`config.mk`:
```
export PLATFORM = sky130hd
export DESIGN_NAME = status_poll_matcher
export DESIGN_NICKNAME = d
export VERILOG_FILES = /design/src/rtl/status_poll_matcher.sv
export SDC_FILE = /design/constraint.sdc
export NUM_CORES = 1
export LEC_CHECK = 0
export BUFFER_PORTS_ARGS = -buffer_cell sky130_fd_sc_hd__buf_4
export CORE_UTILIZATION = 40
export DETAILED_ROUTE_END_ITERATION = 10
export PLACE_DENSITY = 0.81
export SLEW_MARGIN = 40
export SYNTH_ARGS = -nofsm -noshare
export SYNTH_HDL_FRONTEND = slang
export SYNTH_SLANG_ARGS = --single-unit
```
`constraint.sdc`:
```
create_clock -name clk -period 2.38 [get_ports clk]
set_input_delay 0 -clock clk [delete_from_list [all_inputs] [get_ports clk]]
set_output_delay 0 -clock clk [all_outputs]
set_load 0.02 [all_outputs]
```
`src/rtl/status_poll_matcher.sv`:
```
module status_poll_matcher #(
  parameter int BYTES = 4,
  parameter int IVL_W = 16,
  localparam int DW = 8 * BYTES,
  localparam int SW = (BYTES > 1) ? $clog2(BYTES) : 1
) (
  input  logic             clk,
  input  logic             rst_n,
  input  logic [DW-1:0]    cfg_mask,
  input  logic [DW-1:0]    cfg_match,
  input  logic [IVL_W-1:0] cfg_interval,
  input  logic [SW-1:0]    cfg_size,
  input  logic             cfg_or_mode,
  input  logic             cfg_auto_stop,
  input  logic             irq_en,
  input  logic             start,
  input  logic             abort,
  input  logic             flag_clear,
  output logic             cmd_req,
  input  logic             cmd_ack,
  input  logic [DW-1:0]    cmd_data,
  output logic             busy,
  output logic [DW-1:0]    status_value,
  output logic             match_flag,
  output logic             xfer_done,
  output logic             irq
);

  typedef enum logic [1:0] {S_IDLE, S_READ, S_WAIT} st_t;

  st_t              st;
  logic [IVL_W-1:0] gap_cnt;
  logic             abort_pend;
  logic [DW-1:0]    lane_mask, eff_mask, diff;
  logic             hit, got, stop_now;

  always_comb begin
    for (int b = 0; b < BYTES; b++)
      lane_mask[8*b +: 8] = (b <= int'(cfg_size)) ? 8'hFF : 8'h00;
  end

  assign eff_mask = cfg_mask & lane_mask;
  assign diff     = cmd_data ^ cfg_match;
  assign hit      = cfg_or_mode ? |(~diff & eff_mask) : ~|(diff & eff_mask);
  assign got      = (st == S_READ) && cmd_ack;
  assign stop_now = (hit && cfg_auto_stop) || abort || abort_pend;

  assign cmd_req = (st == S_READ);
  assign busy    = (st != S_IDLE);
  assign irq     = match_flag & irq_en;

  always_ff @(posedge clk or negedge rst_n) begin
    if (!rst_n) begin
      st           <= S_IDLE;
      gap_cnt      <= '0;
      abort_pend   <= 1'b0;
      status_value <= '0;
      xfer_done    <= 1'b0;
    end else begin
      case (st)
        S_IDLE: if (start) begin
          st         <= S_READ;
          xfer_done  <= 1'b0;
          abort_pend <= 1'b0;
        end
        S_READ: begin
          if (abort) abort_pend <= 1'b1;
          if (got) begin
            status_value <= cmd_data & lane_mask;
            if (stop_now) begin
              st         <= S_IDLE;
              xfer_done  <= 1'b1;
              abort_pend <= 1'b0;
            end else if (cfg_interval != '0) begin
              st      <= S_WAIT;
              gap_cnt <= cfg_interval;
            end
          end
        end
        S_WAIT: begin
          if (abort) begin
            st        <= S_IDLE;
            xfer_done <= 1'b1;
          end else if (gap_cnt == IVL_W'(1)) begin
            st <= S_READ;
          end else begin
            gap_cnt <= gap_cnt - IVL_W'(1);
          end
        end
        default: st <= S_IDLE;
      endcase
    end
  end

  always_ff @(posedge clk or negedge rst_n) begin
    if (!rst_n)               match_flag <= 1'b0;
    else if (got && hit)      match_flag <= 1'b1;
    else if (flag_clear)      match_flag <= 1'b0;
  end


  req_hold_chk: assert property (@(posedge clk) disable iff (!rst_n)
    cmd_req && !cmd_ack |=> cmd_req);


  idle_quiet_chk: assert property (@(posedge clk) disable iff (!rst_n)
    !busy |-> !cmd_req);


  gap_after_ack_chk: assert property (@(posedge clk) disable iff (!rst_n)
    cmd_req && cmd_ack && (cfg_interval != '0) |=> !cmd_req);


  auto_stop_chk: assert property (@(posedge clk) disable iff (!rst_n)
    cmd_req && cmd_ack && cfg_auto_stop && hit |=> !busy && match_flag && xfer_done);


  flag_clear_chk: assert property (@(posedge clk) disable iff (!rst_n)
    flag_clear && !(cmd_req && cmd_ack) |=> !match_flag);


  irq_gate_chk: assert property (@(posedge clk) disable iff (!rst_n)
    irq == (match_flag && irq_en));


  abort_gap_chk: assert property (@(posedge clk) disable iff (!rst_n)
    busy && !cmd_req && abort |=> !busy && xfer_done);

endmodule

```
==> summary.md <==
| Metric | Value |
|---|---|
| Placer congestion estimate | `roughly 0.94` |
| Slowest CP cell | `dfrtp_1` |
| Cell mode on critical path | `buf_4` |
| Flop-to-flop setup slack | `-100 ps` |
| Leakage | `2.72 nW` |
| ANT nets after route | `0` |
| Synth Area per Inst | `8.93 um2` |
| Via density per instance | `5.60` |
| CP peak stage delay | `400 ps` |
| Total core area | `8300 um2` |
| Clock Latency Late Sink | `310 ps` |
| Initial antenna violation count | `0` |
| Clock buffer count from CTS | `5` |
| Hold Vio Cnt, Final | `1` |
| Clock transition at the registers of the reported paths | `~90 ps` |
| Min-delay src | `cfg_interval[11]` |
| CP Cell Sequence | `nor3_2 -> nand2b_1 -> buf_4 -> buf_4 -> buf_4 -> buf_4 -> buf_4 -> nor3_2 -> nand2_1 -> or3_1 -> o22a_1 -> o22a_1` |
| Final core area utilization | `0.672` |
| Required time worst endpoint | `2580 ps` |
| Final Instance Area | `5580 um2` |
| Post-synth ARST share | `1.00` |
| CP top delay family | `simple AND/OR/NAND/NOR gates` |
| Pwr per Cell Area | `920 nW/um2` |
| CTS H-tree lvls | `2` |
| Largest cells by area after synthesis | `dfrtp_1 38%, xor2_1 7.6%, a22o_1 4.3%` |
| Tot Pwr | `just over 5 mW` |
| Row cnt | `33` |
| Ant. Diodes | `0` |
| Number of max-slew violations in the final report | `0` |
| I/O pin cnt | `160` |
| Worst VDD drop | `0.577 mV` |
| Placed Area | `just under 5000 um2` |
| Dominant cell type by area after synthesis | `dfrtp_1` |
| DIE WIDTH | `95.2 um` |
| Yosys Warn Count | `0` |
| Slew of the pin with the lowest slew margin | `approximately 710 ps` |
| Final Cycle Share | `1.04` |
| Total wire length | `12,800 um` |
| CP startpoint kind | `flip-flop` |
| Drt drc | `0` |
| Cell area after synthesis | `3470 um2` |
| Final #Nets | `748` |
| Worst clock skew | `13.8 ps` |
| 1st-iter DRT viols | `196` |
| Port Buffers | `~160` |
| Clock Tree Buf Depth | `2` |
| Routed via count | `4,054` |
| Average routed wire per standard cell | `about 18 um` |
| Max Cap Viol | `0` |
| Largest net degree at the start of global routing | `54` |
| Vias in the first global route | `4,107` |
| CTS tree | `done` |
| Crit end category | `flip-flop` |
| Area delta synth->final | `60.5%` |
| CP Buf/Inv Count | `5` |
| Starting Density | `0.419` |
| Detail Placement HPWL | `8690 um` |
| Finish-stage setup viols | `13` |
| Final worst slack | `-96.3 ps` |
| Worst setup startpoint | `gap_cnt[6]$_DFFE_PN0P_` |
| First-pass GRT wire length | `19,400 um` |
| Die area | `9060 um2` |
| Synth cell count leaders | `53 x dfrtp_1, 37 x nand2_1, 34 x inv_1` |
| Hold WC Path Type | `input port to flip-flop` |
| Worst-path fanout max | `3` |
| Failing checks | `negative hold slack, negative setup slack` |
| WP data arrival | `2680 ps` |
| Die height | `about 95 um` |
| Synth cell types | `52` |
| Rel. slew slack | `0.526` |
| First drt pass iteration count | `4` |
| Post-synthesis register bit count | `53` |
| Most frequent cell after synthesis | `dfrtp_1` |
| Peak Freq | `404 MHz` |
| Number of synthesized flops with an enable pin | `0` |
| Top-area cell type share of the netlist area | `0.382` |
| Pre-CTS setup slack | `-134 ps` |
| Tot GR Track Use | `0.277` |
| Synth Flop Type | `dfrtp_1` |
| RSZ-0062 raised after global routing | `true` |
| Fraction of layout cells with a size suffix above 1 | `0.376` |
| Syn Inst Count | `389` |
| Crit path kind | `flip-flop to flip-flop` |
| Sequential area share after synthesis | `0.382` |
| Final Critical Period | `roughly 2500 ps` |
| Fillcell total | `between 600 and 700` |
| Clock Sinks | `53` |
| Grt ovf | `0` |
| CTS root buf | `clkbuf_8` |
| Post-Syn Nets | `between 500 and 600` |
| Outcome | `finished with violations` |
| R2r startpoint | `gap_cnt[6]$_DFFE_PN0P_` |
| Worst Hold Margin | `-11.4 ps` |
-- final cells by class --
| class | instances | area (um2) | area share |
|---|---|---|---|
| flip-flops and latches | 53 | 1330 | 0.238 |
| well taps | 105 | 131 | 0.0236 |
| repair buffers | 239 | 1920 | 0.344 |
| multi-input cells | 285 | 1970 | 0.353 |
| inverters | 34 | 128 | 0.0229 |
| clock buffers | 7 | 96.3 | 0.0173 |
| clock inverters | 1 | 5.00 | 0.000898 |
-- cell families (layout without fill, tap and decap cells) --
| family | after synthesis | after routing | synth area share |
|---|---|---|---|
| AO/OA/AOI/OAI | 115 | 115 | 0.235 |
| flip-flops | 53 | 53 | 0.382 |
| multiplexers | 14 | 14 | 0.0439 |
| XOR/XNOR | 32 | 32 | 0.0807 |
| AND/OR/NAND/NOR | 117 | 117 | 0.173 |
| buffers and inverters | 51 | 281 | 0.0605 |
| adder cells (fa/ha/maj) | 7 | 7 | 0.0252 |
-- state kept, by name, indices dropped and copies added, names as in the netlist --
| signal | cells |
|---|---|
| status_value | 32 |
| match_flag | 1 |
| abort_pend | 1 |
| gap_cnt | 16 |
| st | 2 |
| xfer_done | 1 |
-- per-layer routing --
metal,wire length [um],part of all wire,vias up,GRT usage
met4,424,0.033,0,0.111
met2,6610,0.52,213,0.504
li1,-,-,1853,-
met5,0,0,-,0
met3,1070,0.084,43,0.0638
met1,4680,0.37,1945,0.310
-- report_power, final --
part | switching [mW] | internal [mW]
clock network | 0.310 | 0.264
registers | 0.315 | 1.32
logic | 1.47 | 1.45
-- placed cells by master (no fill, tap or decap), types with 6 or more instances in the layout --
cell type,synthesis,routed
xor2_1,30,30
a22oi_1,6,6
buf_4,2,198
a22o_1,17,17
a21oi_1,15,15
nand3_1,12,12
nor2_1,26,25
ha_1,7,7
nand2b_1,6,6
o22ai_1,15,15
inv_1,34,34
nand2_1,37,37
nor2b_1,6,6
clkbuf_8,0,7
o21ai_0,20,18
o22a_1,11,11
dfrtp_1,53,53
dlygate4sd3_1,0,36
mux2_2,10,10
-- tightest hold or removal path, stage by stage --
cell	delay, ps
buf_4	90
mux2i_1	60
o21ai_1	110
-- stage by stage --
| stage | instances | TNS (ps) | hold slack, ps |
|---|---|---|---|
| final | 724 | -569 | -11.4 |
| after CTS | 720 | -280 | 3.56 |
| after floorplan | 389 | 0 | -296 |
| after detailed placement | 658 | -1080 | 98.6 |
| after global placement | 658 | -164 | 87.1 |
| after global routing | 724 | -2200 | 6.11 |
-- final timing paths --
path,endpoint,cells after the start
max in group asynchronous,abort_pend$_DFFE_PN0P_,2
worst min register to register,status_value[20]$_DFFE_PN0P_,2
worst max register to register,gap_cnt[14]$_DFFE_PN0P_,12
worst max-delay path,gap_cnt[14]$_DFFE_PN0P_,12
min in group asynchronous,gap_cnt[14]$_DFFE_PN0P_,2
worst min-delay path,gap_cnt[11]$_DFFE_PN0P_,3
-- what timing repair did --
item / in CTS / in global routing
endpoints found under the hold margin: 87 / 0
pin swaps: 7 / 9
endpoints found under the setup margin: 14 / 19
hold buffers: 36 / 0
resized for setup: 10 / 6
buffers inserted: 18 / 4
Note: power is estimated with default switching activity, not from simulation.
